`src/rtl/chan_word_pkg.sv`:
```
package chan_word_pkg;

    typedef enum logic [1:0] {
        KIND_CAW   = 2'd0,
        KIND_CCW   = 2'd1,
        KIND_IDAW1 = 2'd2,
        KIND_IDAWN = 2'd3
    } word_kind_e;

    typedef enum logic [1:0] {
        CLS_NONE = 2'd0,
        CLS_PROG = 2'd1,
        CLS_PROT = 2'd2
    } chk_class_e;

    typedef enum logic [1:0] {
        ST_IDLE   = 2'd0,
        ST_EVAL   = 2'd1,
        ST_REPORT = 2'd2
    } chk_state_e;

    localparam int CCW_ALIGN_BITS  = 3;
    localparam int IDAW_ALIGN_BITS = 2;
    localparam logic [3:0] TIC_NIBBLE = 4'b1000;

endpackage

```
`src/rtl/cw_content_rules.sv`:
```
module cw_content_rules
    import chan_word_pkg::*;
(
    input  word_kind_e   kind,
    input  logic [63:0]  word,
    input  logic         first_cmd,
    input  logic         prev_tic,
    input  logic         read_bwd,
    output logic         content_bad,
    output logic         is_tic,
    output logic         pci_bit
);
    logic [31:0] w32;
    logic        tail_zero;
    logic        tail_ones;
    logic        high_byte_bad;

    always_comb begin
        w32           = word[31:0];
        is_tic        = (word[59:56] == TIC_NIBBLE);
        pci_bit       = word[27];
        high_byte_bad = (w32[31:24] != 8'h00);
        tail_zero     = (w32[10:0] == 11'h000);
        tail_ones     = (w32[10:0] == 11'h7FF);
    end

    always_comb begin
        content_bad = 1'b0;
        unique case (kind)
            KIND_CAW:   content_bad = (w32[27:24] != 4'h0) || (w32[2:0] != 3'h0);
            KIND_CCW:   content_bad = (word[25:24] != 2'b00)
                                    || (is_tic && (first_cmd || prev_tic));
            KIND_IDAW1: content_bad = high_byte_bad;
            KIND_IDAWN: content_bad = high_byte_bad
                                    || (read_bwd ? !tail_ones : !tail_zero);
            default:    content_bad = 1'b0;
        endcase
    end
endmodule

```
`config.mk`:
```
export PLATFORM = sky130hd
export DESIGN_NAME = cw_content_rules
export DESIGN_NICKNAME = d
export VERILOG_FILES = /design/src/rtl/chan_word_pkg.sv /design/src/rtl/cw_content_rules.sv
export SDC_FILE = /design/constraint.sdc
export NUM_CORES = 1
export LEC_CHECK = 0
export BUFFER_PORTS_ARGS = -buffer_cell sky130_fd_sc_hd__buf_2
export CAP_MARGIN = 15
export CORE_AREA = 8 8 45 47
export DETAILED_ROUTE_END_ITERATION = 16
export DIE_AREA = 0 0 53 55
export GPL_TIMING_DRIVEN = 0
export PLACE_DENSITY = 0.71
export SLEW_MARGIN = 20
export SYNTH_ARGS = -nofsm -noshare
export SYNTH_HDL_FRONTEND = slang
export SYNTH_SLANG_ARGS = --single-unit
```
`constraint.sdc`:
```
create_clock -name vclk -period 1.9
set_input_delay 0.475 -clock vclk [all_inputs]
set_output_delay 0.475 -clock vclk [all_outputs]
set_load 0.1 [all_outputs]
```
==> results of run 1 <==
[through the flow]
step                util (%)  TNS (ns)
global placement        23.6    -0.589
finish                  25.1    -0.423
global route            25.1    -0.488
detailed placement      23.6    -0.593
CTS                     25.1    -0.423
floorplan                  -     -1.15
[power by group through the flow]
stage	Clock (uW)	Combinational (uW)	Sequential (uW)
2_1_floorplan	0	28.7	0
3_3_place_gp	0	64.7	0
3_5_place_dp	0	66.7	0
4_1_cts	0	70.1	0
5_1_grt	0	75.1	0
6_report	0	69.5	0
[cells in the final DEF, fill, tap and decap left out]
cell type                    n
sky130_fd_sc_hd__inv_1       1
sky130_fd_sc_hd__or4_4       1
sky130_fd_sc_hd__nor3_1      4
sky130_fd_sc_hd__buf_12      1
sky130_fd_sc_hd__nor3_2      1
sky130_fd_sc_hd__o2111ai_1   2
sky130_fd_sc_hd__buf_4       1
sky130_fd_sc_hd__nor4b_4     1
sky130_fd_sc_hd__nand4_1     3
sky130_fd_sc_hd__buf_6       1
sky130_fd_sc_hd__nor4_1      1
sky130_fd_sc_hd__nor2_1      2
sky130_fd_sc_hd__a21o_1      1
sky130_fd_sc_hd__a311o_2     1
sky130_fd_sc_hd__buf_2      29
sky130_fd_sc_hd__a31oi_1     1
[area by class of cell]
type | count | area share, %
Buffer | 1 | 2.16
Inverter | 1 | 1.08
Multi-Input combinational cell | 18 | 40.3
Tap cell | 16 | 5.76
Timing Repair Buffer | 31 | 50.7
[cell families (layout without fill, tap and decap cells)]
family	after synthesis	count (layout)
AOI/OAI and AO/OA	5	5
buffers and inverters	2	33
and+or+nand+nor	13	13
[timing repair]
action                     4_1_cts  5_1_grt
pin swaps                        2        0
setup endpoints to repair        1        1
gates resized for setup          5        0
[final timing paths]
kind	startpoint	slack, ns	cells after the start	endpoint
worst max-delay path	word[8]	-0.42	6	content_bad
worst min-delay path	word[58]	1.38	3	is_tic
[per-layer routing]
metal / GRT usage (%) / routed length (um) / up-vias
li1: - / - / 150
met1: 5.73 / 318 / 124
met2: 9.57 / 311 / 28
met3: 1.60 / 148 / 0
met4: 0 / 0 / 0
met5: 0 / 0 / -
[worst min-delay path, delay by kind of cell]
family / cells / cell delay [ns]
buf+inv: 2 / 0.38
simple gates: 1 / 0.04
==> results.md, run 1 <==
* Area after DPL at 327 um2
* CP max stage cell: sky130_fd_sc_hd__or4_4
* Sequential fraction of design power at 0%
* Dominant cell by count in the synthesized netlist: sky130_fd_sc_hd__nor3_1
* Xor/xnor share of the synthesized area at 0%
* Most instantiated cells after synthesis: sky130_fd_sc_hd__nor3_1 (4), sky130_fd_sc_hd__nand4_1 (3), sky130_fd_sc_hd__nor2_1 (2), sky130_fd_sc_hd__o2111ai_1 (2)
* Detail-routed via count per cell at 4.51
* Final Cycle Share at 122%
* Overall die height at 55 um
* Number of buffer and inverter instances along the worst setup path at 2
* Crit path launch type: primary input
* Unrepaired setup endpoints after global routing: yes
* Total die area at 2920 um2
* Final critical-path setup slack at -0.423 ns
* Post-Place Cells at 67
* Count of maximum capacitance violations at 0
* Sequential cells at 0
* Final hold viol count at 0
* Number of setup violations in the final report at 1
* Quantity of hold-fixing buffers added after cts at 0
* Number of antenna violations at the first check in global routing at 0
* HPWL reported at the end of detailed placement at 742 um
* Synth Area in Adders at 0%
* Net Sw Frac at 52.9%
* Final net count at 122
* Count of routing violations after the opening detailed-route iteration at 5
* Status: finished, violations left
* Final std cell area, no fill at 348 um2
* Share of the synthesized area in the top cell type at 14.8%
* Violations in the final reports: negative setup slack
* Cell area after technology mapping at 135 um2
* Synth Area per Inst at 6.76 um2
* Synthesized-area fraction occupied by ao, oa, aoi and oai cells at 30.6%
* Largest cells by area after synthesis: sky130_fd_sc_hd__nor3_1 (15%), sky130_fd_sc_hd__nand4_1 (14%), sky130_fd_sc_hd__o2111ai_1 (13%), sky130_fd_sc_hd__or4_4 (8.3%), sky130_fd_sc_hd__a311o_1 (7.4%)
* Sequential cell area at 0 um2
* Count of non-filler cells in the finished layout at 67
* Power density over cell area at 200 nW/um2
* Post-synthesis share of cell area spent on and, or, nand and nor gates at 61.1%
* Least-Margin Pin Slew at 0.488 ns
* Ordered list of cells on the worst path: buf_6 -> or4_4 -> nor3_2 -> a31oi_1 -> a311o_2 -> buf_12
* Number of standard cells after synthesis at 20
* Area taken by multi-input logic gates at 140 um2
* Wire length of the first global-routing pass at 1230 um
* Area of the core at 1380 um2
* Number of I/O pins at 72
* Post-CTS setup buffers at 0
* Leak Pwr at 0.000174 uW
* Fraction of final layout cells with drive strength greater than 1 at 70.6%
* Data required time at the worst endpoint at 1.42 ns
* Critical path peak fanout at 2
* Die width at 53 um
* Number of global-route vias before repair at 324
* Final routed wirelength across all metal layers at 779 um
* Crit-path leading delay family: simple AND/OR/NAND/NOR gates
* Worst-case hold slack at 1.38 ns
* Clock buffers at 0
* Portion of total power attributed to combinational logic at 100.0%
* Endpoint kind of the worst setup timing path: output pin
* Slowest cell delay on critical path at 0.52 ns
* Largest net degree at the start of global routing at 5
* Max rail drop VDD at 0.0374 mV
* Share of synthesized area spent on multiplexers at 0%
* Total power draw at 69.5 uW
* Class of the most critical setup path: in2out
* Gpl congestion at 0.776
* Arr. time, crit path at 1.85 ns
* Hold Crit Class: in2out
* Net load switching power at 36.7 uW
* Tightest slew margin relative to the limit at 67.7%
* DR vias at 302
* Max-slew violation count at 0
* Cell Int Power at 32.7 uW
* Starting density of the core at 9.76%
* Number of antenna-violating nets in the routed design at 0
* Number of warnings reported in the yosys synthesis log at 0
* Clock network power share at 0%
* FMAX at 0.430 GHz
* Seq/Total Area, Yosys at 0%
* ANT cells at 0
* Global-route usage over all layers at 5.07%
* Total congestion overflow at 0
* Number of search-and-repair iterations in the first detailed-routing pass at 2
* Net Count, Synth at 89
* Cell variety after synth at 13
* Final period demand of the worst path at 2.32 ns
* Port Buf Inserts at 31
* Layout fillers at 158
* Dpl ws at -0.593 ns
* Site row count at 14
* Area Overhead vs Synth at 157%
* Remaining DRCs at 0
* Largest area contributor in the netlist: sky130_fd_sc_hd__nor3_1
* Average wire per cell in the routed design at 11.6 um
* Dominant combinational cell family by area after synthesis: simple AND/OR/NAND/NOR gates
No activity file was read; power rests on OpenSTA's default activity.
==> run 2, diff against run 1 <==
- CORE_AREA: 8 8 45 47 -> 2 2 39 41
- DIE_AREA: 0 0 53 55 -> 0 0 41 43
==> results.md, run 2 (synthesis gave the netlist of run 1 again) <==
* Status: finished, violations left
* Violations in the final reports: negative setup slack
* Gpl congestion at 0.652
* Die width at 41 um
* Power density over cell area at 198 nW/um2
* Cell Int Power at 32.7 uW
* HPWL reported at the end of detailed placement at 530 um
* Final net count at 122
* Number of setup violations in the final report at 1
* Site row count at 14
* Endpoint of the worst hold path: is_tic
* Sequential cells at 0
* Least-Margin Pin Slew at 0.485 ns
* Crit path launch type: primary input
* Largest net degree at the start of global routing at 5
* Net Sw Frac at 52.6%
* Clock network power share at 0%
* FMAX at 0.435 GHz
* Count of maximum capacitance violations at 0
* Wire length of the first global-routing pass at 883 um
* DR vias at 293
* Hold Crit Class: in2out
* Number of search-and-repair iterations in the first detailed-routing pass at 1
* Total congestion overflow at 0
* Clock buffers at 0
* Area Overhead vs Synth at 157%
* Final std cell area, no fill at 348 um2
* Net load switching power at 36.3 uW
* Starting density of the core at 9.76%
* Area of the core at 1380 um2
* Data required time at the worst endpoint at 1.42 ns
* Arr. time, crit path at 1.82 ns
* Final routed wirelength across all metal layers at 568 um
* Worst-case hold slack at 1.38 ns
* Sequential fraction of design power at 0%
* Number of I/O pins at 72
* Final period demand of the worst path at 2.30 ns
* Max-slew violation count at 0
* Post-Place Cells at 67
* Fraction of final layout cells with drive strength greater than 1 at 70.6%
* Most frequent standard cell in the layout excluding fill and tap cells: sky130_fd_sc_hd__buf_2
* Tightest slew margin relative to the limit at 67.9%
* Remaining DRCs at 0
* Number of antenna-violating nets in the routed design at 0
* Final hold viol count at 0
* Number of global-route vias before repair at 270
* Final critical-path setup slack at -0.400 ns
* Portion of total power attributed to combinational logic at 100.0%
* Hold path depth at 3
* Leak Pwr at 0.000174 uW
* Overall die height at 43 um
* Commonest cells after routing, fill and taps aside: sky130_fd_sc_hd__buf_2 (29), sky130_fd_sc_hd__nor3_1 (4), sky130_fd_sc_hd__nand4_1 (3), sky130_fd_sc_hd__nor2_1 (2), sky130_fd_sc_hd__o2111ai_1 (2)
* Critical path peak fanout at 2
* Endpoint kind of the worst setup timing path: output pin
* ANT cells at 0
* Hold path start: word[58]
* Count of routing violations after the opening detailed-route iteration at 0
* Global-route usage over all layers at 6.59%
* Count of non-filler cells in the finished layout at 67
* Total die area at 1760 um2
* Average wire per cell in the routed design at 8.48 um
* Sequential cell area at 0 um2
* Number of antenna violations at the first check in global routing at 0
* Final Cycle Share at 121%
* Unrepaired setup endpoints after global routing: yes
* Class of the most critical setup path: in2out
* Detail-routed via count per cell at 4.37
* Max rail drop VDD at 0.0505 mV
* Area after DPL at 327 um2
* Post-layout utilization of the core at 25.1%
* Port Buf Inserts at 31
run 2: stage by stage:
step	power (uW)	setup TNS (ns)	worst slack [ns]
finish	69.0	-0.400	-0.400
global route	75.8	-0.450	-0.450
CTS	69.5	-0.407	-0.407
detailed placement	66.0	-0.575	-0.575
global placement	64.8	-0.580	-0.580
floorplan	28.7	-1.15	-0.993
run 2: timing repair:
| action | CTS | global route |
|---|---|---|
| setup buffers | 0 | 0 |
| hold endpoints to repair | 0 | 0 |
| pin swaps | 1 | 0 |
| gates resized for setup | 5 | 0 |
| setup endpoints to repair | 1 | 1 |
| cloned | 0 | 0 |
| hold buffers | 0 | 0 |
run 2: layer usage:
layer | GRT usage (%) | vias up | part of all wire [%]
met3 | 0 | 0 | 20
met4 | 0 | 0 | 0
met5 | 0 | - | 0
li1 | - | 152 | -
met2 | 13.1 | 26 | 44
met1 | 7.59 | 115 | 35
run 2: critical path, stage by stage:
cell                      delay (ns)
sky130_fd_sc_hd__buf_6          0.09
sky130_fd_sc_hd__or4_4          0.52
sky130_fd_sc_hd__nor3_2         0.10
sky130_fd_sc_hd__a31oi_1        0.10
sky130_fd_sc_hd__a311o_2        0.36
sky130_fd_sc_hd__buf_12         0.17
run 2: worst max path at each step:
stage                  start  slack [ns]  cells after the start          end
CTS                  word[8]       -0.41                      6  content_bad
detailed placement   word[8]       -0.57                      6  content_bad
finish               word[8]       -0.40                      6  content_bad
global placement     word[8]       -0.58                      6  content_bad
floorplan           word[58]       -0.99                      4  content_bad
global route         word[8]       -0.45                      6  content_bad
run 2: final cells by class:
type / count / area (um2)
Buffer: 1 / 7.51
Fill cell: 149 / 1040
Inverter: 1 / 3.75
Multi-Input combinational cell: 18 / 140
Tap cell: 16 / 20.0
Timing Repair Buffer: 31 / 176
run 2: power groups by stage:
stage | Sequential [uW] | Combinational [uW] | Clock [uW]
finish | 0 | 69.0 | 0
detailed placement | 0 | 66.0 | 0
CTS | 0 | 69.5 | 0
floorplan | 0 | 28.7 | 0
global route | 0 | 75.8 | 0
global placement | 0 | 64.8 | 0
